<file path="config.mk">
export PLATFORM = sky130hd
export DESIGN_NAME = press_tally
export DESIGN_NICKNAME = d
export VERILOG_FILES = /design/src/rtl/press_tally_pkg.sv /design/src/rtl/press_tally_sync.sv /design/src/rtl/press_tally_step.sv /design/src/rtl/press_tally_acc.sv /design/src/rtl/press_tally_bcd.sv /design/src/rtl/press_tally.sv
export SDC_FILE = /design/constraint.sdc
export NUM_CORES = 1
export LEC_CHECK = 0
export ABC_AREA = 1
export BUFFER_PORTS_ARGS = -buffer_cell sky130_fd_sc_hd__buf_2
export CAP_MARGIN = 20
export CORE_MARGIN = 2
export CORE_UTILIZATION = 45
export CTS_BUF_LIST = sky130_fd_sc_hd__clkbuf_2 sky130_fd_sc_hd__clkbuf_4 sky130_fd_sc_hd__clkbuf_8
export DETAILED_ROUTE_END_ITERATION = 7
export PLACE_DENSITY = 0.7
export SYNTH_ARGS = -nofsm -noshare
export SYNTH_HDL_FRONTEND = slang
export SYNTH_SLANG_ARGS = --single-unit
</file>
<file path="constraint.sdc">
create_clock -name clk -period 9.4 [get_ports clk]
set_input_delay 0.47 -clock clk [delete_from_list [all_inputs] [get_ports clk]]
set_output_delay 0.47 -clock clk [all_outputs]
set_load 0.01 [all_outputs]
</file>
<file path="src/rtl/press_tally_pkg.sv">
package press_tally_pkg;
  localparam int SUM_W = 16;
  localparam int BTN_N = 3;
  localparam int DIG_N = 4;
  localparam int BCD_W = DIG_N * 4;

  // Weight for a captured active-low pattern: exactly one low bit i gives 10**i.
  function automatic logic [SUM_W-1:0] weight_of(input logic [BTN_N-1:0] pat_n);
    logic [SUM_W-1:0] w;
    logic [SUM_W-1:0] scale;
    w     = '0;
    scale = SUM_W'(1);
    for (int i = 0; i < BTN_N; i++) begin
      if (pat_n == ~(BTN_N'(1) << i)) w = scale;
      scale = SUM_W'(scale * SUM_W'(10));
    end
    return w;
  endfunction

  // Shift-and-add-3 over all bits of the binary value.
  function automatic logic [BCD_W-1:0] dabble(input logic [SUM_W-1:0] bin);
    logic [BCD_W-1:0] acc;
    acc = '0;
    for (int b = SUM_W - 1; b >= 0; b--) begin
      for (int d = 0; d < DIG_N; d++) begin
        if (acc[d*4 +: 4] >= 4'd5) acc[d*4 +: 4] = acc[d*4 +: 4] + 4'd3;
      end
      acc = {acc[BCD_W-2:0], bin[b]};
    end
    return acc;
  endfunction
endpackage

</file>
<file path="src/rtl/press_tally_sync.sv">
module press_tally_sync
  import press_tally_pkg::*;
#(
  parameter int N = BTN_N
) (
  input  logic         clk,
  input  logic         rst,
  input  logic [N-1:0] btn_n,
  output logic [N-1:0] samp_now,
  output logic [N-1:0] samp_prev
);
  always_ff @(posedge clk) begin
    samp_now <= btn_n;
    if (rst) samp_prev <= btn_n;
    else     samp_prev <= samp_now;
  end
endmodule

</file>
<file path="src/rtl/press_tally_step.sv">
module press_tally_step
  import press_tally_pkg::*;
#(
  parameter int N = BTN_N,
  parameter int W = SUM_W
) (
  input  logic [N-1:0] samp_now,
  input  logic [N-1:0] samp_prev,
  output logic         press_edge,
  output logic [W-1:0] step
);
  always_comb begin
    press_edge = (samp_now != samp_prev);
    step       = press_edge ? W'(weight_of(samp_now)) : '0;
  end
endmodule

</file>
<file path="src/rtl/press_tally_acc.sv">
module press_tally_acc
  import press_tally_pkg::*;
#(
  parameter int W = SUM_W
) (
  input  logic         clk,
  input  logic         rst,
  input  logic [W-1:0] step,
  output logic [W-1:0] total,
  output logic         led
);
  always_ff @(posedge clk) begin
    led <= rst;
    if (rst) total <= '0;
    else     total <= total + step;
  end
endmodule

</file>
<file path="src/rtl/press_tally_bcd.sv">
module press_tally_bcd
  import press_tally_pkg::*;
(
  input  logic [SUM_W-1:0] bin,
  output logic [3:0]       digit [DIG_N]
);
  logic [BCD_W-1:0] packed_bcd;
  assign packed_bcd = dabble(bin);
  for (genvar d = 0; d < DIG_N; d++) begin : g_dig
    assign digit[d] = packed_bcd[d*4 +: 4];
  end
endmodule

</file>
<file path="src/rtl/press_tally.sv">
module press_tally
  import press_tally_pkg::*;
(
  input  logic             clk,
  input  logic             rst,
  input  logic [BTN_N-1:0] btn_n,
  output logic             led,
  output logic [SUM_W-1:0] sum,
  output logic [3:0]       dig_th,
  output logic [3:0]       dig_hu,
  output logic [3:0]       dig_te,
  output logic [3:0]       dig_on
);
  logic [BTN_N-1:0] samp_now;
  logic [BTN_N-1:0] samp_prev;
  logic             press_edge;
  logic [SUM_W-1:0] step;
  logic [3:0]       digit [DIG_N];

  press_tally_sync #(.N(BTN_N)) u_sync (
    .clk(clk), .rst(rst), .btn_n(btn_n),
    .samp_now(samp_now), .samp_prev(samp_prev)
  );

  press_tally_step #(.N(BTN_N), .W(SUM_W)) u_step (
    .samp_now(samp_now), .samp_prev(samp_prev),
    .press_edge(press_edge), .step(step)
  );

  press_tally_acc #(.W(SUM_W)) u_acc (
    .clk(clk), .rst(rst), .step(step), .total(sum), .led(led)
  );

  press_tally_bcd u_bcd (.bin(sum), .digit(digit));

  assign dig_on = digit[0];
  assign dig_te = digit[1];
  assign dig_hu = digit[2];
  assign dig_th = digit[3];
endmodule

</file>
Word level (Yosys, flattened, before mapping)
Index checks and enable logic that the tools add are counted.

storage, ports and cells
  RAM bits = 0
  flip-flop bits (word level) = 23
  word-level logic and storage cells = 116
  ROM bits = 0
  memories = 0
  bits in latches = 0

cells by class
  add/subtract/negate cells = 35
  $lt $le $gt $ge = 34
  $mul = 0
  reduce and logical (&&, ||, !) cells = 0
  shift operators = 0
  equal/unequal tests = 4
  bitwise operators = 0
  div/mod/pow operators = 0
  muxes and demuxes = 39

operators with widths
  cell                                                               number
  two-way mux 4 bit                                                  31
  greater-or-equal comparator 4 x 3 -> 1 bit, second input constant  30
  adder 4 x 2 -> 4 bit, second input constant                        27
  adder 16 x 7 -> 16 bit                                             1
  two-way mux 3 bit                                                  5
  two-way mux 7 bit                                                  2
  adder 3 x 2 -> 3 bit, second input constant                        4
  adder 3 x 2 -> 4 bit, second input constant                        3
  greater-or-equal comparator 3 bit, second input constant           4
  equality test 3 bit, second input constant                         2
  equality test 3 x 2 -> 1 bit, second input constant                1
  != test 3 bit                                                      1
  two-way mux 1 bit                                                  1

Depth between registers and ports, before layout
  depth in word-level cells = 26
  gate-level depth with buffers = 82

By module
From an unflattened synthesis, not the netlist that was laid out.

second synthesis, totals
  cell total of the unflattened synthesis = 921
  area, all modules = 5156.2 µm²

by module, submodules not included
  module            area an instance (µm²)  cells an instance  times used
  press_tally_bcd   3464.6                  656                1
  press_tally_acc   1335.0                  213                1
  press_tally_step  198.9                   36                 1
  press_tally_sync  157.7                   16                 1

Worst setup path before layout
OpenSTA, ideal clock, no wires.

  kind = register to output
  from = register u_acc.total[14]
  to = output port dig_th[1]
  slack = 757 ps
  data required time = 8930 ps
  arrival = 8173 ps
  cell stages (with the launch flop) = 72
  path buffers = 0
  path through = dfxtp_1 -> inv_2 -> ha_1 -> nand2_1 -> nand2_2 -> nand2_1 -> nand2_1 -> inv_2 -> ha_1 -> inv_1 -> nor2_1 -> inv_1 -> nand2_4 -> nand2_4 -> nand2_1 -> nand2_1 -> inv_1 -> ha_1 -> [36 not listed] -> ha_1 -> nand2_1 -> nand4_1 -> and2_4 -> nand2_4 -> xor2_2 -> inv_1 -> ha_1 -> nand3b_1 -> nand2_1 -> nand2_1 -> xor2_1 -> ha_1 -> inv_1 -> or2_2 -> nand3_1 -> nand2_2 -> xor2_1

between the ends
  word-level cells in the longest chain between the ends = 26
  elaborated cells on any way between the ends = 84

ends and longest elaborated chain
  element                                                                                    line                   RTL
  from (decl)                                                                                press_tally_acc.sv:9   output logic [W-1:0] total,
  from (signal assigned)                                                                     press_tally_acc.sv:15  else total <= total + step;
  adder 3 x 2 -> 4 bit / greater-or-equal comparator 3 bit (equally long branches)           press_tally_pkg.sv:26  if (acc[d*4 +: 4] >= 4'd5) acc[d*4 +: 4] = acc[d*4 +: 4] + 4'd3;
  two-way mux 4 bit (*)                                                                      press_tally_pkg.sv:26
  adder 4 x 2 -> 4 bit / greater-or-equal comparator 4 x 3 -> 1 bit (equally long branches)  press_tally_pkg.sv:26
  two-way mux 4 bit                                                                          press_tally_pkg.sv:26
  greater-or-equal comparator 4 x 3 -> 1 bit / adder 4 x 2 -> 4 bit (equally long branches)  press_tally_pkg.sv:26
  two-way mux 4 bit                                                                          press_tally_pkg.sv:26
  adder 4 x 2 -> 4 bit, or another cell as far along                                         press_tally_pkg.sv:26
  two-way mux 4 bit                                                                          press_tally_pkg.sv:26
  [10 not listed]                                                                            -
  adder 4 x 2 -> 4 bit, or another cell as far along                                         press_tally_pkg.sv:26
  two-way mux 4 bit / two-way mux 3 bit (equally long branches)                              press_tally_pkg.sv:26
  adder 4 x 2 -> 4 bit, or another cell as far along                                         press_tally_pkg.sv:26
  two-way mux 4 bit / two-way mux 3 bit (equally long branches)                              press_tally_pkg.sv:26
  adder 4 x 2 -> 4 bit, or another cell as far along                                         press_tally_pkg.sv:26
  two-way mux 4 bit / two-way mux 3 bit (equally long branches)                              press_tally_pkg.sv:26
  greater-or-equal comparator 4 x 3 -> 1 bit / adder 3 x 2 -> 3 bit (equally long branches)  press_tally_pkg.sv:26
  two-way mux 3 bit (*)                                                                      press_tally_pkg.sv:26
  to (decl)                                                                                  press_tally.sv:9       output logic [3:0] dig_th,

Mark *: on every way between the ends. The rest lies on a longest branch, timed or not.

Worst setup path in the final report
Same ends and word-level chain as after synthesis.

==> key figures <==
Yosys
  – Avg Inst Size Synth: 5.78 µm²
  – Post-synth top cells: nand2_1, inv_1, nand3_1
  – Count leader, synth: nand2_1
  – Synthesized instance count: 778
  – Post-synth cell types: 40
  – Main synth FF type: dfxtp_1
  – Post-synth EDFFs: 0
  – Ranking of synthesized cells by area: nand2_1, inv_1, dfxtp_1
  – Post-Synthesis Cell Area: approximately 0.0045 mm²
  – Ys async rst share: 0
  – Synthesis Warnings: 0
  – Total nets after synthesis: just over 800
  – Post-synth top area share: 0.202
  – Sequential share of the synthesized area: 0.102
  – Synth area leader: nand2_1
  – Synthesis-stage register bit count: 23

CTS
  – # clock sinks: 23
  – Hold_buf cts: 0
  – Reg clk slew, reported paths: 0.08 ns
  – Skew-Pair Late Insertion Delay: 0.26 ns
  – CTS tree: done
  – H-tree levels: 1
  – Root buf cell: clkbuf_8
  – Num CTS Buffers: 3
  – Longest Clk Path Bufs: 2

Route
  – DRT Wirelength: 9570 µm
  – Drc violations: 0
  – Vias: about 4800
  – First-iteration detailed-routing DRC count: 183
  – Post-DRT Antenna Nets: 0
  – Wire per inst: roughly 9.7 µm
  – First-pass detailed-route iteration total: 5
  – DR vias/cell: 4.85

Worst setup path
  – WP data required: between 8 and 9 ns
  – Critical Path Sink Type: output pin
  – Most frequent CP cell: nand2_2
  – Setup crit start kind: flop
  – Worst-path maximum fanout: 6
  – Critical path type: reg2out
  – Data arrival time of the worst path: approximately 8.6 ns
  – Slowest stage delay, CP: 0.39 ns
  – R2r setup slk: 6.13 ns
  – Worst path slowest cell: dfxtp_4

Final layout
  – Ratio of cells with drive above 1 in the final layout: 0.347
  – Non-Filler Instances: 984
  – Fin nets: 893
  – Footprint of the multi-input gates: 0.00395 mm²
  – Area Overhead vs Synth: 24.8%
  – Register area: roughly 460 µm²
  – Final core occ: 0.577
  – N_diodes: 0
  – Final-layout fill cell count: 1003

STA
  – Fin crit share: 0.967
  – Hold Violations, Final: 0
  – Worst slew pin tran: 0.565 ns
  – Fin Hold WS: approximately 0.31 ns
  – Headroom to the max-slew limit: 0.619
  – Setup TNS Final: 0 ns
  – Max Slew Vio Count: 0
  – Max Clock Freq: 110 MHz
  – Skew final: 0.00125 ns
  – Tmin final: roughly 9.1 ns
  – # setup viols final: 0

Global route
  – Largest net degree at the start of global routing: 14
  – Vias in the first global route: 3983
  – Initial antenna violation count: 0
  – GRT Total Usage: 0.151
  – First-pass GRT wire length: 15100 µm
  – GRT overflow: 0

Die
  – Area of the core: 0.00973 mm²
  – Site Rows: 36
  – IO Pins: 38
  – Die ar.: approximately 0.011 mm²
  – Die W: 104 µm
  – Die H: 104 µm
  – Initial core utilization: 0.462

Run status
  – Run status: complete, no violations

Flow run
  – Max-cap violations: 0

Placed design
  – DP HPWL: 6830 µm
  – GPL Wtd Cong: ~0.83
  – Port buffer count: 37
  – Dpl cells: 946

Min path
  – HP Class: in2reg

Power
  – Peak supply drop: 0.0995 mV
  – Overall Power: around 0.25 mW
  – PwrDens: ~44 mW/mm²
  – Pleak: roughly 3.6 nW
-- logic make-up (layout without fill, tap and decap cells) --
| group | after synthesis | in the layout | share of synthesized area |
|---|---|---|---|
| AO/OA/AOI/OAI | 62 | 62 | 0.0818 |
| adder cells (fa/ha/maj) | 36 | 36 | 0.102 |
| XOR/XNOR | 21 | 21 | 0.0492 |
| flip-flops | 23 | 23 | 0.102 |
| AND/OR/NAND/NOR | 491 | 491 | 0.543 |
| buffers and inverters | 145 | 218 | 0.122 |
-- worst paths after layout --
check | start | to | depth (start not counted)
max | u_acc.total[14] | dig_th[1] | 71
min | btn_n[0] | u_sync.samp_now[0] | 1
max reg2reg | u_sync.samp_now[1] | u_acc.total[15] | 24
min reg2reg | u_sync.samp_now[0] | u_sync.samp_prev[0] | 2
-- per-layer routing --
metal / vias up / GRT usage / routed length [µm]
met5: - / 0 / 0
met4: 0 / 0.0212 / 59
met3: 10 / 0.0107 / 237
met2: 50 / 0.271 / 4710
met1: 2102 / 0.203 / 4560
li1: 2608 / - / -
-- per-stage QoR --
stage / instance area, µm² / setup slack, ns
after global routing: 5620 / -0.367
after global placement: 4840 / 0.232
final: 5620 / 0.310
after floorplan: 4500 / 0.757
after CTS: 4940 / 0.0298
after detailed placement: 4840 / 0.0425
-- worst max-delay path, delay by kind of cell (launching register included) --
family | cells | cell delay (ns)
flip-flops | 1 | 0.39
buffers and inverters | 18 | 1.43
AND/OR/NAND/NOR | 38 | 3.91
XOR/XNOR | 4 | 0.64
AO/OA/AOI/OAI | 2 | 0.43
adder cells (fa/ha/maj) | 9 | 1.53
-- report_power, final --
part / switching, mW / internal (mW)
Sequential: 0.00354 / 0.101
Clock: 0.0306 / 0.0296
Combinational: 0.0507 / 0.0310
-- layout make-up --
class,count,area share
multi-input cells,610,0.704
clock buffers,3,0.00735
flip-flops and latches,23,0.0826
inverters,142,0.0953
well taps,133,0.0296
clock inverters,1,0.000891
repair buffers,72,0.0804
-- cell usage in the layout, fill, tap and decap left out, types with 21 or more instances in the layout --
| cell | instances |
|---|---|
| nand2_1 | 186 |
| dfxtp_1 | 22 |
| buf_4 | 34 |
| inv_1 | 117 |
| inv_2 | 23 |
| nand3_1 | 70 |
| nor2_1 | 35 |
| buf_2 | 37 |
| nand4_1 | 21 |
| nand2_2 | 101 |
| o21ai_0 | 21 |
| nand3_2 | 23 |
| ha_1 | 22 |
-- registers in the layout, indices dropped and copies added, names as in the netlist --
name              cells
u_acc.total          16
u_sync.samp_now       3
u_sync.samp_prev      3
u_acc.led             1
-- repair_timing --
| action | CTS | global route |
|---|---|---|
| pin swaps | 5 | 69 |
| setup endpoints to repair | 6 | 11 |
| setup buffers | 3 | 31 |
| resized for setup | 6 | 129 |
| gates cloned | 0 | 0 |
(Power assumes the default switching activity.)
